$ cat src/rtl/rosc_tune_pkg.sv
package rosc_tune_pkg;
  localparam int RNG_W = 2;
  localparam logic [RNG_W-1:0] RNG_SLOWEST = 2'd0;
  localparam logic [RNG_W-1:0] RNG_FORBID  = 2'd3;

  typedef enum logic [2:0] {
    S_IDLE,
    S_PRE_DRV,
    S_UP,
    S_DN_REQ,
    S_DN_HOLD,
    S_POST_DRV
  } seq_e;

  function automatic logic level_ok(input logic [RNG_W-1:0] lvl);
    return lvl != RNG_FORBID;
  endfunction
endpackage

$ cat src/rtl/rosc_drive_stepper.sv
module rosc_drive_stepper #(
  parameter int W = 24
) (
  input  logic         clk,
  input  logic         rst_n,
  input  logic [W-1:0] tgt_i,
  input  logic         step_i,
  output logic [W-1:0] drive_o,
  output logic         done_o
);
  logic [W-1:0] drive_q;
  logic [W-1:0] flip_w;

  // isolate the lowest set bit of a difference vector
  function automatic logic [W-1:0] lowest_one(input logic [W-1:0] v);
    return v & (~v + {{(W-1){1'b0}}, 1'b1});
  endfunction

  assign flip_w  = lowest_one(drive_q ^ tgt_i);
  assign done_o  = (drive_q == tgt_i);
  assign drive_o = drive_q;

  always_ff @(posedge clk) begin
    if (!rst_n) drive_q <= '0;
    else if (step_i) drive_q <= drive_q ^ flip_w;
  end

  p_single_bit_r3: assert property (@(posedge clk) disable iff (!rst_n)
    step_i |=> $countones(drive_o ^ $past(drive_o)) == 1);
  p_hold_still_r3: assert property (@(posedge clk) disable iff (!rst_n)
    !step_i |=> $stable(drive_o));
endmodule

$ cat src/rtl/rosc_range_reg.sv
module rosc_range_reg
  import rosc_tune_pkg::*;
(
  input  logic             clk,
  input  logic             rst_n,
  input  logic             up_i,
  input  logic             dn_i,
  output logic [RNG_W-1:0] range_o
);
  logic [RNG_W-1:0] lvl_q;

  function automatic logic [RNG_W-1:0] next_level(input logic [RNG_W-1:0] cur,
                                                  input logic up, input logic dn);
    if (up) return cur + 1'b1;
    if (dn) return cur - 1'b1;
    return cur;
  endfunction

  assign range_o = lvl_q;

  always_ff @(posedge clk) begin
    if (!rst_n) lvl_q <= RNG_SLOWEST;
    else lvl_q <= next_level(lvl_q, up_i, dn_i);
  end

  p_one_way_r2: assert property (@(posedge clk) disable iff (!rst_n)
    !(up_i && dn_i));
  p_never_forbid_r2: assert property (@(posedge clk) disable iff (!rst_n)
    range_o != RNG_FORBID);
endmodule

$ cat src/rtl/rosc_tune_seq.sv
module rosc_tune_seq
  import rosc_tune_pkg::*;
#(
  parameter int N_STAGES   = 8,
  parameter int BITS_STAGE = 3,
  localparam int DW        = N_STAGES * BITS_STAGE
) (
  input  logic          clk,
  input  logic          rst_n,
  input  logic          start_i,
  input  logic [1:0]    tgt_range_i,
  input  logic [DW-1:0] tgt_drive_i,
  input  logic          tick_i,
  input  logic          alt_ack_i,
  output logic [1:0]    range_o,
  output logic [DW-1:0] drive_o,
  output logic          alt_req_o,
  output logic          hold_rst_o,
  output logic          busy_o,
  output logic          err_o
);
  seq_e          st_q;
  logic          settle_q;
  logic          req_q;
  logic          err_q;
  logic [1:0]    tgt_rng_q;
  logic [DW-1:0] tgt_drv_q;

  // named internal events
  logic drv_step, drv_done, rng_up, rng_dn, start_ok, start_bad, any_step;

  assign start_ok  = (st_q == S_IDLE) && start_i && level_ok(tgt_range_i);
  assign start_bad = (st_q == S_IDLE) && start_i && !level_ok(tgt_range_i);
  assign drv_step  = !settle_q && !drv_done &&
                     ((st_q == S_PRE_DRV) || (st_q == S_POST_DRV));
  assign rng_up    = !settle_q && (st_q == S_UP) && (range_o < tgt_rng_q);
  assign rng_dn    = (st_q == S_DN_REQ) && req_q && alt_ack_i &&
                     (range_o > tgt_rng_q);
  assign any_step  = drv_step || rng_up || rng_dn;

  rosc_drive_stepper #(.W(DW)) u_drive (
    .clk    (clk),
    .rst_n  (rst_n),
    .tgt_i  (tgt_drv_q),
    .step_i (drv_step),
    .drive_o(drive_o),
    .done_o (drv_done)
  );

  rosc_range_reg u_range (
    .clk    (clk),
    .rst_n  (rst_n),
    .up_i   (rng_up),
    .dn_i   (rng_dn),
    .range_o(range_o)
  );

  always_ff @(posedge clk) begin
    if (!rst_n) begin
      st_q      <= S_IDLE;
      settle_q  <= 1'b0;
      req_q     <= 1'b0;
      err_q     <= 1'b0;
      tgt_rng_q <= RNG_SLOWEST;
      tgt_drv_q <= '0;
    end else begin
      case (st_q)
        S_IDLE: begin
          if (start_ok) begin
            err_q     <= 1'b0;
            settle_q  <= 1'b0;
            tgt_rng_q <= tgt_range_i;
            tgt_drv_q <= tgt_drive_i;
            st_q      <= (tgt_range_i < range_o) ? S_DN_REQ : S_PRE_DRV;
          end else if (start_bad) begin
            err_q <= 1'b1;
          end
        end
        S_PRE_DRV, S_POST_DRV: begin
          if (settle_q) begin
            if (tick_i) settle_q <= 1'b0;
          end else if (drv_done) begin
            st_q <= (st_q == S_PRE_DRV) ? S_UP : S_IDLE;
          end else begin
            settle_q <= 1'b1;
          end
        end
        S_UP: begin
          if (settle_q) begin
            if (tick_i) settle_q <= 1'b0;
          end else if (rng_up) begin
            settle_q <= 1'b1;
          end else begin
            st_q <= S_IDLE;
          end
        end
        S_DN_REQ: begin
          if (range_o == tgt_rng_q) st_q <= S_POST_DRV;
          else if (!req_q) req_q <= 1'b1;
          else if (rng_dn) st_q <= S_DN_HOLD;
        end
        S_DN_HOLD: begin
          if (tick_i) begin
            req_q <= 1'b0;
            st_q  <= S_DN_REQ;
          end
        end
        default: st_q <= S_IDLE;
      endcase
    end
  end

  assign alt_req_o  = req_q;
  assign hold_rst_o = req_q;
  assign busy_o     = (st_q != S_IDLE);
  assign err_o      = err_q;

  p_step_spacing_r4: assert property (@(posedge clk) disable iff (!rst_n)
    any_step |=> !any_step);
  p_dn_keeps_req_r6: assert property (@(posedge clk) disable iff (!rst_n)
    rng_dn |=> (alt_req_o && hold_rst_o));
  p_up_no_req_r7: assert property (@(posedge clk) disable iff (!rst_n)
    rng_up |-> !alt_req_o);
  p_bad_start_r8: assert property (@(posedge clk) disable iff (!rst_n)
    start_bad |=> (err_o && !busy_o && $stable(range_o) && $stable(drive_o)));
  p_busy_ignore_r9: assert property (@(posedge clk) disable iff (!rst_n)
    (busy_o && start_i) |=> ($stable(tgt_rng_q) && $stable(tgt_drv_q)));
  p_done_at_tgt_r10: assert property (@(posedge clk) disable iff (!rst_n)
    $fell(busy_o) |-> (range_o == tgt_rng_q && drive_o == tgt_drv_q));
endmodule

$ cat config.mk
export PLATFORM = sky130hd
export DESIGN_NAME = rosc_tune_seq
export DESIGN_NICKNAME = d
export VERILOG_FILES = /design/src/rtl/rosc_tune_pkg.sv /design/src/rtl/rosc_drive_stepper.sv /design/src/rtl/rosc_range_reg.sv /design/src/rtl/rosc_tune_seq.sv
export SDC_FILE = /design/constraint.sdc
export NUM_CORES = 1
export LEC_CHECK = 0
export BUFFER_PORTS_ARGS = -buffer_cell sky130_fd_sc_hd__buf_2
export CORE_MARGIN = 8
export CORE_UTILIZATION = 49
export DETAILED_ROUTE_END_ITERATION = 8
export PLACE_DENSITY = 0.81
export SLEW_MARGIN = 20
export SYNTH_ARGS = -nofsm -noshare
export SYNTH_HDL_FRONTEND = slang
export SYNTH_SLANG_ARGS = --single-unit
$ cat constraint.sdc
create_clock -name clk -period 2.15 [get_ports clk]
set_input_delay 0.215 -clock clk [delete_from_list [all_inputs] [get_ports clk]]
set_output_delay 0.215 -clock clk [all_outputs]
set_load 0.1 [all_outputs]
==> run_results.csv <==
group,metric,value,unit
worst_setup_path,critPathKind,"reg2reg",
timing,post-route-period-util,97.8,%
outcome,status,"complete, no violations",
synthesis,synthTopCellsByArea,"dfxtp_1, nand2_1, a21oi_1, xnor2_1, mux2i_1",
timing,holdWs,0.108,ns
floorplanning,die-area,8520,um2
global_route,grt_usage,17.5,%
worst_setup_path,setup.worst_path.end_class,"flop",
route,vias,2662,
synthesis,synth_edf_count,0,
final_layout,fin_util,67.1,%
power,p_comb_share,43.7,%
route,post_drt_wl_per_cell,15.1,um
global_route,grt_max_degree,45,
power,switching_share,40.4,%
clock_network,clk_pin_slew,0.07,ns
worst_setup_path,crit_fanout,19,
worst_hold_path,min_path_type,"in2reg",
route,postRouteAntennaNets,0,
clock_network,cts_tree,"yes",
worst_hold_path,holdCritStartpoint,"tgt_drive_i[21]",
route,drt-initial-drc-count,117,
global_route,antenna_found_initial,0,
power,power_density,1140,nW/um2
route,route.detailed.drc,0,
final_layout,seq_area,1240,um2
power,clockPowerShare,25.7,%
synthesis,syn_avg_cell_area,8.31,um2
place,portBuffers,60,
timing,setup_viol,0,
floorplanning,die_w,92.3,um
timing,fin_setup_tns,0,ns
power,p_seq_share,30.6,%
power,power_leakage,1.60,nW
synthesis,synthFlopType,"dfxtp_1",
final_layout,fill_cells,458,
timing,final.setup_skew,0.00688,ns
synthesis,yosysWarnings,0,
worst_setup_path,slowest_delay,0.56,ns
worst_hold_path,hold_end,"tgt_drv_q[21]",
timing,hold_violations,0,
floorplanning,die_h,92.3,um
floorplanning,num_rows,27,
final_layout,area_growth,31.2,%
route,dr.pass1.iters,4,
clock_network,clk_latency,0.34,ns
global_route,grt_overflow_total,0,
synthesis,synthTopCellsByCount,"nand2_1, dfxtp_1, a21oi_1",
power,report.power.total,4.27,mW
timing,max_freq,475,MHz
final_layout,antenna_cells,0,
worst_setup_path,critPathArrivalTime,2.32,ns
worst_setup_path,worst_path_max_delay_cell,"or4b_4",
timing,max_slew_margin,61.3,%
final_layout,finalNetCount,449,
place,placed_cells,474,
clock_network,holdBufCountCts,0,
flow_run,maxCapViolCount,0,
worst_setup_path,required,2.37,ns
final_layout,layout.cells.non_filler,492,
worst_setup_path,rr_worst_depth,7,
timing,rsz0062_at_grt,"yes",
floorplanning,io_pins,61,
synthesis,yosysTopAreaCellShare,40.7,%
worst_setup_path,startpoint_type,"flop",
worst_hold_path,min_path_cells,3,
place,place.gp.congestion,0.866,
global_route,grt_pass1_wl,12.3,mm
synthesis,async_flop_share,0,%
power,switchingPower,1.73,mW
floorplanning,core,5570,um2
worst_setup_path,cp_cell_sequence,"xor2_1, or4b_4, nor3_4, nand3b_2, buf_12, mux2i_1, nor2_1",
clock_network,cts-htree-levels,3,
route,avgViaCountPerCell,5.41,
final_layout,drive_above_1_share,35.2,%
clock_network,clkSinkCount,58,
timing,fin_crit,2.10,ns
clock_network,cts-buffers-inserted,9,
floorplanning,start_util,51.2,%
worst_setup_path,r2r_setup_slack,0.05,ns
global_route,grt_pass1_vias,2658,
clock_network,cts-root-buf,"clkbuf_8",
clock_network,cts_buffer_depth,2,
place,hpwl,5.12,mm
final_layout,multiInputGateArea,1710,um2
route,drt_wl_total,7.41,mm
synthesis,yosysTopAreaCell,"dfxtp_1",
power,p_int,2.55,mW
synthesis,syn_nets,377,
synthesis,synth_most_common_cell,"nand2_1",
synthesis,synth_seq_cells,58,
power,vdd_drop_max,0.000509,V
synthesis,netlist_instances,343,
synthesis,syn_area,2850,um2
timing,drv_slew,0,
synthesis,ys_types,49,
timing,worstMarginPinSlew,0.576,ns
synthesis,synth_seq_area_share,40.7,%
## power groups by stage
stage | combinational [mW] | sequential (mW) | clock [mW]
global route | 2.01 | 1.32 | 1.17
detailed placement | 1.63 | 1.32 | 0
global placement | 1.61 | 1.31 | 0
floorplan | 1.07 | 1.46 | 0
finish | 1.87 | 1.31 | 1.10
CTS | 1.72 | 1.30 | 1.12
## per-stage QoR
stage	setup slack (ns)	cell area, um2
global placement	0.0387	3410
floorplan	-0.0928	2960
detailed placement	-0.0342	3410
finish	0.0468	3740
global route	-0.0544	3740
CTS	-0.0105	3660
## worst max-delay path by stage
| stage | startpoint | cells after the start | end |
|---|---|---|---|
| finish | flop | 7 | flop |
| global route | tgt_drv_q[10] | 7 | flop |
| CTS | tgt_drv_q[15] | 6 | flop |
| detailed placement | flop | 6 | flop |
| global placement | flop | 6 | flop |
| floorplan | flop | 7 | flop |
## layer usage
metal	up-vias	routed length (um)	track usage [%]
li1	1351	-	-
met3	11	411	5.05
met1	1236	3250	20.1
met2	64	3610	29.5
met5	-	0	0
met4	0	133	7.92
## worst max-delay path: cells and delay by family (launching register included)
family                 cells  cell delay [ns]
XOR/XNOR                   1             0.21
buffers and inverters      1             0.16
flip-flops                 1             0.35
multiplexers               1             0.20
AND/OR/NAND/NOR            4             1.05
## placed cells by master (no fill, tap or decap), drive strengths merged, types with 9 or more instances in the layout
cell type | synthesis | layout
nand2 | 88 | 88
clkbuf | 15 | 9
dfxtp | 58 | 58
buf | 3 | 79
nor2 | 13 | 13
a21oi | 33 | 33
xor2 | 12 | 12
mux2i | 13 | 13
xnor2 | 15 | 15
## layout make-up
class	instances	share of cell area [%]
Inverter	5	0.502
Sequential cell	58	33.2
Clock buffer	9	3.31
Multi-Input combinational cell	262	45.8
Timing Repair Buffer	79	12.3
Tap cell	72	2.41
Clock inverter	7	2.51
## logic make-up after synthesis
group / after synthesis / share of synthesized area (%)
muxes: 14 / 4.96
buffers and inverters: 23 / 3.55
DFF: 58 / 40.7
adders and majority gates: 3 / 1.32
AOI/OAI and AO/OA: 73 / 17.3
and+or+nand+nor: 145 / 23.8
xor gates and xnor gates: 27 / 8.29
## what timing repair did
action / 4_1_cts / 5_1_grt
gates cloned: 0 / 0
pin swaps: 1 / 5
setup buffers: 0 / 2
setup endpoints to repair: 9 / 21
gates resized for setup: 4 / 16
(Power assumes the default switching activity.)
